## config.mk

```make
export PLATFORM = sky130hd
export DESIGN_NAME = xlate_cache
export DESIGN_NICKNAME = d
export VERILOG_FILES = /design/src/rtl/xc_pkg.sv /design/src/rtl/xc_match.sv /design/src/rtl/xc_victim.sv /design/src/rtl/xc_recency.sv /design/src/rtl/xlate_cache.sv
export SDC_FILE = /design/constraint.sdc
export NUM_CORES = 2
export LEC_CHECK = 0
export BUFFER_PORTS_ARGS = -buffer_cell sky130_fd_sc_hd__buf_2
export CAP_MARGIN = 25
export CORE_MARGIN = 2
export CORE_UTILIZATION = 30
export DETAILED_ROUTE_END_ITERATION = 12
export GPL_TIMING_DRIVEN = 0
export PLACE_DENSITY = 0.54
export SLEW_MARGIN = 15
export SYNTH_ARGS = -nofsm -noshare
export SYNTH_HDL_FRONTEND = slang
export SYNTH_SLANG_ARGS = --single-unit
```

## constraint.sdc

```tcl
create_clock -name clk -period 9.5 [get_ports clk]
set_input_delay 0.95 -clock clk [delete_from_list [all_inputs] [get_ports clk]]
set_output_delay 0.95 -clock clk [all_outputs]
set_load 0.005 [all_outputs]
```

## src/rtl/xc_pkg.sv

```systemverilog
package xc_pkg;
  localparam int unsigned XC_OFF_W = 12;
  localparam int unsigned XC_VPN_W = 20;
  localparam int unsigned XC_PPN_W = 20;
  localparam int unsigned XC_VA_W  = XC_VPN_W + XC_OFF_W;
  localparam int unsigned XC_PA_W  = XC_PPN_W + XC_OFF_W;

  typedef struct packed {
    logic                vld;
    logic                rf;
    logic                dt;
    logic [XC_VPN_W-1:0] vpn;
    logic [XC_PPN_W-1:0] ppn;
  } xc_entry_t;
endpackage

```

## src/rtl/xc_match.sv

```systemverilog
module xc_match
  import xc_pkg::*;
#(
  parameter int unsigned ENTRIES = 16,
  parameter int unsigned IDX_W   = $clog2(ENTRIES)
) (
  input  xc_entry_t [ENTRIES-1:0] ent,
  input  logic [XC_VPN_W-1:0]     vpn,
  output logic                    hit,
  output logic [IDX_W-1:0]        idx
);
  logic [ENTRIES-1:0] eq;

  for (genvar g = 0; g < ENTRIES; g++) begin : g_cmp
    assign eq[g] = ent[g].vld && (ent[g].vpn == vpn);
  end

  assign hit = |eq;

  always_comb begin
    idx = '0;
    for (int i = 0; i < ENTRIES; i++) begin
      if (eq[i]) idx = idx | IDX_W'(i);
    end
  end
endmodule

```

## src/rtl/xc_victim.sv

```systemverilog
module xc_victim #(
  parameter int unsigned ENTRIES = 16,
  parameter int unsigned IDX_W   = $clog2(ENTRIES)
) (
  input  logic [ENTRIES-1:0] vld_vec,
  input  logic [IDX_W-1:0]   lru_idx,
  output logic [IDX_W-1:0]   victim_idx
);
  logic             any_free;
  logic [IDX_W-1:0] free_idx;

  always_comb begin
    any_free = 1'b0;
    free_idx = '0;
    for (int i = ENTRIES - 1; i >= 0; i--) begin
      if (!vld_vec[i]) begin
        any_free = 1'b1;
        free_idx = IDX_W'(i);
      end
    end
  end

  assign victim_idx = any_free ? free_idx : lru_idx;
endmodule

```

## src/rtl/xc_recency.sv

```systemverilog
module xc_recency #(
  parameter int unsigned ENTRIES = 16,
  parameter int unsigned IDX_W   = $clog2(ENTRIES)
) (
  input  logic             clk,
  input  logic             rst_n,
  input  logic             a_en,
  input  logic [IDX_W-1:0] a_idx,
  input  logic             b_en,
  input  logic [IDX_W-1:0] b_idx,
  output logic [IDX_W-1:0] lru_idx
);
  localparam logic [IDX_W-1:0] OLDEST = IDX_W'(ENTRIES - 1);

  logic [IDX_W-1:0] rank_q [ENTRIES];
  logic [IDX_W-1:0] rank_d [ENTRIES];
  logic [IDX_W-1:0] prev_a;
  logic [IDX_W-1:0] prev_b;

  always_comb begin
    for (int i = 0; i < ENTRIES; i++) rank_d[i] = rank_q[i];
    prev_a = rank_d[a_idx];
    if (a_en) begin
      for (int i = 0; i < ENTRIES; i++) begin
        if (rank_d[i] < prev_a) rank_d[i] = rank_d[i] + 1'b1;
      end
      rank_d[a_idx] = '0;
    end
    prev_b = rank_d[b_idx];
    if (b_en) begin
      for (int i = 0; i < ENTRIES; i++) begin
        if (rank_d[i] < prev_b) rank_d[i] = rank_d[i] + 1'b1;
      end
      rank_d[b_idx] = '0;
    end
  end

  always_ff @(posedge clk or negedge rst_n) begin
    if (!rst_n) begin
      for (int i = 0; i < ENTRIES; i++) rank_q[i] <= IDX_W'(i);
    end else if (a_en || b_en) begin
      for (int i = 0; i < ENTRIES; i++) rank_q[i] <= rank_d[i];
    end
  end

  always_comb begin
    lru_idx = '0;
    for (int i = 0; i < ENTRIES; i++) begin
      if (rank_q[i] == OLDEST) lru_idx = IDX_W'(i);
    end
  end
endmodule

```

## src/rtl/xlate_cache.sv

```systemverilog
module xlate_cache
  import xc_pkg::*;
#(
  parameter int unsigned ENTRIES = 16
) (
  input  logic                clk,
  input  logic                rst_n,
  input  logic                lk_valid,
  input  logic                lk_write,
  input  logic [XC_VA_W-1:0]  lk_vaddr,
  input  logic                fill_valid,
  input  logic [XC_VPN_W-1:0] fill_vpn,
  input  logic [XC_PPN_W-1:0] fill_ppn,
  input  logic                fill_ref,
  input  logic                fill_dirty,
  input  logic                flush,
  output logic                lk_hit,
  output logic                lk_miss,
  output logic [XC_PA_W-1:0]  lk_paddr,
  output logic                hit_ref,
  output logic                hit_dirty
);
  localparam int unsigned IDX_W = $clog2(ENTRIES);

  xc_entry_t [ENTRIES-1:0] ent_q;
  xc_entry_t [ENTRIES-1:0] ent_d;

  logic [XC_VPN_W-1:0] lk_vpn;
  logic                match_hit;
  logic [IDX_W-1:0]    match_idx;
  logic [IDX_W-1:0]    victim_idx;
  logic [IDX_W-1:0]    lru_idx;
  logic [ENTRIES-1:0]  vld_vec;
  logic                touch_a;
  logic                touch_b;
  logic                state_en;
  logic [XC_PPN_W-1:0] hit_ppn;

  assign lk_vpn = lk_vaddr[XC_VA_W-1:XC_OFF_W];

  for (genvar g = 0; g < ENTRIES; g++) begin : g_vld
    assign vld_vec[g] = ent_q[g].vld;
  end

  xc_match #(.ENTRIES(ENTRIES), .IDX_W(IDX_W)) u_match (
    .ent (ent_q),
    .vpn (lk_vpn),
    .hit (match_hit),
    .idx (match_idx)
  );

  xc_victim #(.ENTRIES(ENTRIES), .IDX_W(IDX_W)) u_victim (
    .vld_vec    (vld_vec),
    .lru_idx    (lru_idx),
    .victim_idx (victim_idx)
  );

  xc_recency #(.ENTRIES(ENTRIES), .IDX_W(IDX_W)) u_recency (
    .clk     (clk),
    .rst_n   (rst_n),
    .a_en    (touch_a),
    .a_idx   (match_idx),
    .b_en    (touch_b),
    .b_idx   (victim_idx),
    .lru_idx (lru_idx)
  );

  // Lookup side, combinational from registered state.
  assign lk_hit    = lk_valid & match_hit;
  assign lk_miss   = lk_valid & ~match_hit;
  assign hit_ppn   = lk_hit ? ent_q[match_idx].ppn : '0;
  assign lk_paddr  = {hit_ppn, lk_vaddr[XC_OFF_W-1:0]};
  assign hit_ref   = lk_hit & ent_q[match_idx].rf;
  assign hit_dirty = lk_hit & ent_q[match_idx].dt;

  // Flush outranks both same-cycle updates.
  assign touch_a  = lk_hit & ~flush;
  assign touch_b  = fill_valid & ~flush;
  assign state_en = flush | touch_a | touch_b;

  always_comb begin
    ent_d = ent_q;
    if (flush) begin
      for (int i = 0; i < ENTRIES; i++) ent_d[i].vld = 1'b0;
    end
    if (touch_a) begin
      ent_d[match_idx].rf = 1'b1;
      if (lk_write) ent_d[match_idx].dt = 1'b1;
    end
    if (touch_b) begin
      ent_d[victim_idx].vld = 1'b1;
      ent_d[victim_idx].rf  = fill_ref;
      ent_d[victim_idx].dt  = fill_dirty;
      ent_d[victim_idx].vpn = fill_vpn;
      ent_d[victim_idx].ppn = fill_ppn;
    end
  end

  always_ff @(posedge clk or negedge rst_n) begin
    if (!rst_n) begin
      ent_q <= '0;
    end else if (state_en) begin
      ent_q <= ent_d;
    end
  end
endmodule

```

Word-level counts from Yosys, hierarchy flattened:

Cells that the tools add are included.
Widths: inputs -> output; s select.

* equality and inequality tests: 31
* bitwise gates (word level): 16
* multiplexer cells: 182
* $lt $le $gt $ge: 40
* reductions and logical operators: 22
* $add $sub $neg: 32

Operator list (number)
* $bwmux 688: 7
* $mux 688: 3
* $demux 43 s4: 7
* $mux 4: 103
* $eq 20x20->1: 16
* $bmux 43 s4: 1
* $add 4x1->4 const B: 32
* $and 64x64->64: 2
* $lt 4x4->1: 32
* $mux 64: 2
* $not 64->64: 2
* $mux 42: 3
* $mux 41: 2
* $eq 4x4->1 const B: 15
* $mux 43: 1
* $mux 20: 2
* $mux 40: 1
* $mux 1: 34
* $bmux 4 s4: 2
* $demux 4 s4: 2
* $mux 3: 8
* $logic_and 1x1->1: 20
* $reduce_or 16->1: 1
* $ge 5x5->1 const B: 2
* 9 further kinds: 23

* logic and storage cells: 419
* output and inout port bits: 36
* input port bits: 80
* flip-flop bits (word level): 752

Logic depth before layout (Yosys ltp):

* word-level depth: 34
* depth in mapped cells: 39
* depth with buffers taken out: 32

Cells and area by module:

Synthesis repeated with hierarchy kept, for this count alone.

* cells, all modules: 3591
* area, all modules: 43419.1 sq um

Modules (own cells, without submodules)
* xlate_cache: times used 1, seq. area each 17216.5 sq um, cells an instance 1860, area an instance 29594.6 sq um
* xc_recency: times used 1, seq. area each 1641.6 sq um, cells an instance 1204, area an instance 9580.4 sq um
* xc_match: times used 1, seq. area each 0.0 sq um, cells an instance 493, area an instance 4057.6 sq um
* xc_victim: times used 1, seq. area each 0.0 sq um, cells an instance 34, area an instance 186.4 sq um

Worst setup path before layout:

OpenSTA, ideal clock, no wires.

* kind: input to register
* start: input port lk_vaddr[13]
* end: register u_recency.rank_q[47] in the netlist's numbering
* stages on the path: 38
* arrival time: 9403 ps
* setup time: 133 ps
* required time: 9367 ps
* path buffers: 7
* slack: -36 ps
* cell sequence: buf_2 > buf_2 > xor2_1 > or4_1 > nor4_1 > a22oi_1 > nand3_1 > or2_1 > buf_2 > clkbuf_1 > clkbuf_1 > clkbuf_1 > clkbuf_1 > nand2_1 > nand3_1 > nand3_1 > o211ai_1 > o21ai_0 > [2 not listed] > nand2_1 > nor3_1 > o31ai_1 > nor2_1 > xnor2_1 > nor2_1 > o22ai_1 > a21oi_1 > o21ai_0 > a21oi_1 > o211ai_1 > ha_1 > or2_2 > maj3_1 > nor3b_1 > nor4_1 > mux2i_1 > o21ai_1

* longest elaborated chain between the ends: 34
* elaborated cells between the ends (all ways): 120
* those cells by class: add/sub (1); order compare (19); eq/ne (16); mux (59); bitwise (6); reduce/logical (19)

Ends and longest elaborated chain
* start: declaration: RTL line xlate_cache.sv:10 `input logic [XC_VA_W-1:0] lk_vaddr,`
* $eq 20x20->1: RTL line xc_match.sv:15 `assign eq[g] = ent[g].vld && (ent[g].vpn == vpn);`
* $logic_and 1x1->1: RTL line xc_match.sv:15
* $mux 1: RTL line xc_match.sv:23 `if (eq[i]) idx = idx | IDX_W'(i);`
* $mux 2 (2 in series): RTL line xc_match.sv:23
* $mux 3 (4 in series): RTL line xc_match.sv:23
* $mux 4 (8 in series): RTL line xc_match.sv:23
* $not 4->5 (implied by the code): RTL line xc_recency.sv:22, xc_recency.sv:27
* $bmux 4 s4: RTL line xc_recency.sv:22 `prev_a = rank_d[a_idx];`
* [6 not listed]
* $mux 64: RTL line xc_recency.sv:23 `if (a_en) begin`
* $bmux 4 s4: RTL line xc_recency.sv:29 `prev_b = rank_d[b_idx];`
* $mux 4 (implied by the code) (2 in series): RTL line xc_recency.sv:29
* $lt 4x4->1: RTL line xc_recency.sv:32 `if (rank_d[i] < prev_b) rank_d[i] = rank_d[i] + 1'b1;`
* $mux 4: RTL line xc_recency.sv:32
* $mux 4: RTL line xc_recency.sv:30 `if (b_en) begin`
* $and 64x64->64 (no line)
* $mux 64: RTL line xc_recency.sv:30
* end: declaration: RTL line xc_recency.sv:15 `logic [IDX_W-1:0] rank_q [ENTRIES];`

Parallel ways exist; a longest one is shown, timed or not. The select of a mux whose other input is x is not followed.
A chain may end at the register's enable or synchronous reset.

Final worst setup path:

* start: input port lk_vaddr[17]
* end: register u_recency.rank_q[35] in the netlist's numbering

Same word-level chain as after synthesis.

==> results.md <==
- Post-synth EDFFs: 0
- Remaining DRCs: 0
- Cells after Synth: 4464
- PwrDens: 202.4 mW/mm2
- FF+latch area: 0.01886 mm2
- RSZ-0062 raised after global routing: no
- Final ANT Viol Nets: 0
- Setup violations, final: 0
- Fmax: 108.3 MHz
- FF-to-FF Start: ent_q[495]
- Synth cell count leaders: dfrtp_1 (720), nand2_1 (691), mux2_2 (483)
- Register area share after synthesis: 0.4286
- Die area: 0.1497 mm2
- Rel. slew slack: 0.2428
- Main area contributors after synthesis: dfrtp_1 (41%), mux2_2 (12%), nand2_1 (5.9%)
- Final wirelength: 184.7 mm
- Row count: 140
- Async S/R FF share, synth: 1.000
- CTS buffer count: 85
- Initial antenna violation count: 10
- Cell area after synthesis: 0.04400 mm2
- WP data arrival: 9760 ps
- Post-synth net total: 4640
- Run status: finished clean
- Slowest cell on crit path: a2111oi_0
- Root buffer cell: clkbuf_16
- Non-Filler Instances: 6666
- Synth top area share: 0.4095
- Initial Util: 0.3023
- H-Tree Depth: 3
- Remaining global-route overflow: 0
- Max FO, Critical Path: 19
- Routed via count: 37490
- Dpl hpwl: 138.7 mm
- Post-Syn Area per Cell: 9.856 um2
- Seq cells post-synth: 752
- Count leader, synth: dfrtp_1
- CTS clk-pin slew, worst paths: 60 ps
- CP Class: primary input to flop
- Area of the core: 0.1456 mm2
- Drt wl/cell: 27.70 um
- Die outline height: 387.0 um
- Register-to-Register Path Depth: 30
- CTS tree: done
- Worst-Skew Late Latency: 730 ps
- Period utilisation layout: 0.9718
- Max Slew Vio Count: 0
- Critical Path Source Type: primary input
- Die X: 387.0 um
- Layout cells sized above 1: 0.2083
- Leakage Power: 22.18 nW
- Bufs on Longest Clock Path: 3
- Largest net degree at the start of global routing: 98
- # placed instances: 6499
- # nets final: 4856
- Slowest stage delay, CP: 910 ps
- CP required: 10030 ps
- Distinct cells, synth: 107
- Hold Path Class: primary input to asynchronous set/reset pin
- Multi-input gate area: 0.02388 mm2
- Fin crit period: 9232 ps
- Yosys warnings: 0
- Setup crit end kind: flop
- Fin util: 0.3493
- Num ports: 116
- # fillers: 14660
- Crit path launch: lk_vaddr[17]
- CTS Sinks: 752
- Vias in the first global route: 35990
- Ys flop type: dfrtp_1
- IO buf count: 81
- Gr usage total: 0.2403
- GPL Wtd Cong: 1.011
- Global-route wire length before repair: 263.2 mm
- Yosys top cell by area: dfrtp_1
- Worst-margin pin slew: 1132 ps
- Final Hold Viols: 0
- Area added between synthesis and finish: 15.57%
- Peak VDD IR: 0.1434 mV
- Clock Skews: 50.80 ps
- Initial DRC Count: 3960
- Max-cap violations: 0
- Drt pass-1 iters: 6
- Vias per Instance: 5.625
[cell families after synthesis]
kind of cell             Yosys count  share of synthesized area
XOR/XNOR                         366                    0.07286
AO/OA/AOI/OAI                    760                     0.1173
multiplexers                     587                     0.1475
AND/OR/NAND/NOR                 1518                     0.1678
adder cells (fa/ha/maj)          108                    0.03012
flip-flops                       752                     0.4286
buffers and inverters            373                    0.03577
[per-layer routing]
metal  up-vias  global-route usage  wire length, um
met5         -                   0               68
met4        10              0.1175             9800
met3       421             0.05036            14950
met2      1662              0.3692            81240
met1     19020              0.3207            78600
li1      16380                   -                -
[per-stage QoR]
stage | instance area (um2) | hold slack, ps | TNS [ps] | setup slack (ps) | total power [mW]
floorplan | 44000 | 438.0 | 0 | 59.56 | 5.726
global placement | 46800 | 451.8 | -7402870 | -9731 | 6.630
detailed placement | 47520 | 455.6 | -174990 | -3162 | 6.731
CTS | 50540 | 81.87 | 0 | 20.20 | 10.21
global route | 50850 | 124.2 | 0 | 1.597 | 10.73
finish | 50850 | 111.2 | 0 | 267.6 | 10.29
[power by group]
part           leakage [nW]  switching (mW)  internal (mW)
Sequential             9.93           0.375           3.58
Combinational          10.9            1.76           1.12
Clock                  1.39            1.49           1.96
Total                  22.2            3.63           6.66
[registers in the layout, indices dropped and copies added (netlist names)]
register and cells:
ent_q 688, u_recency.rank_q 64
[what timing repair did]
action,in CTS,in global routing
pin swaps,2,4
buffers inserted,4,3
setup endpoints to repair,64,61
resized for setup,55,70
gates cloned,0,0
hold buffers,0,0
[worst max-delay path: cells and delay by family]
kind                       cells  cell delay (ps)
and+or+nand+nor               11             2790
AOI/OAI and AO/OA             10             2600
buffers and inverters          9             2020
adders and majority gates      3              920
xor gates and xnor gates       3              410
[path summary, 6_finish.rpt]
check / slack (ps) / to
hold / removal: 110 / ent_q[604]
min in group clk: 470 / ent_q[645]
setup / recovery: 270 / u_recency.rank_q[35]
setup reg to reg: 390 / u_recency.rank_q[35]
hold reg to reg: 470 / ent_q[645]
max in group asynchronous: 7380 / ent_q[509]
[area by class of cell]
cell class	count	area share
buffer	308	0.02908
clock buffer	129	0.04901
antenna	2	0.00009842
multi-input combinational	3339	0.4696
tap	1917	0.04717
timing repair buffer	133	0.02222
sequential	752	0.3709
inverter	61	0.004503
clock inverter	25	0.007431
[placed cells by master (no fill, tap or decap), types with 12 or more instances in the layout]
master / n
inv_1: 60
and2_1: 102
nand2b_1: 36
nor2b_1: 13
a21oi_1: 185
ha_1: 96
buf_4: 41
or3_1: 16
or2_2: 19
a21o_1: 30
o21ai_0: 113
clkbuf_2: 13
o22ai_1: 17
and3_1: 34
nor4_1: 48
buf_1: 16
o31ai_1: 16
or4_1: 29
a211oi_1: 187
mux2_2: 483
dfstp_2: 32
nor3_1: 53
buf_2: 115
a22oi_1: 27
clkbuf_8: 20
buf_16: 12
buf_6: 26
xor2_1: 138
clkbuf_16: 85
mux2i_1: 102
nand2_1: 691
nand4_1: 98
xnor2_1: 223
nand3_1: 107
a211o_1: 14
o211ai_1: 20
nor2_1: 168
dfrtp_1: 720
clkbuf_1: 221
(Power assumes the default switching activity.)
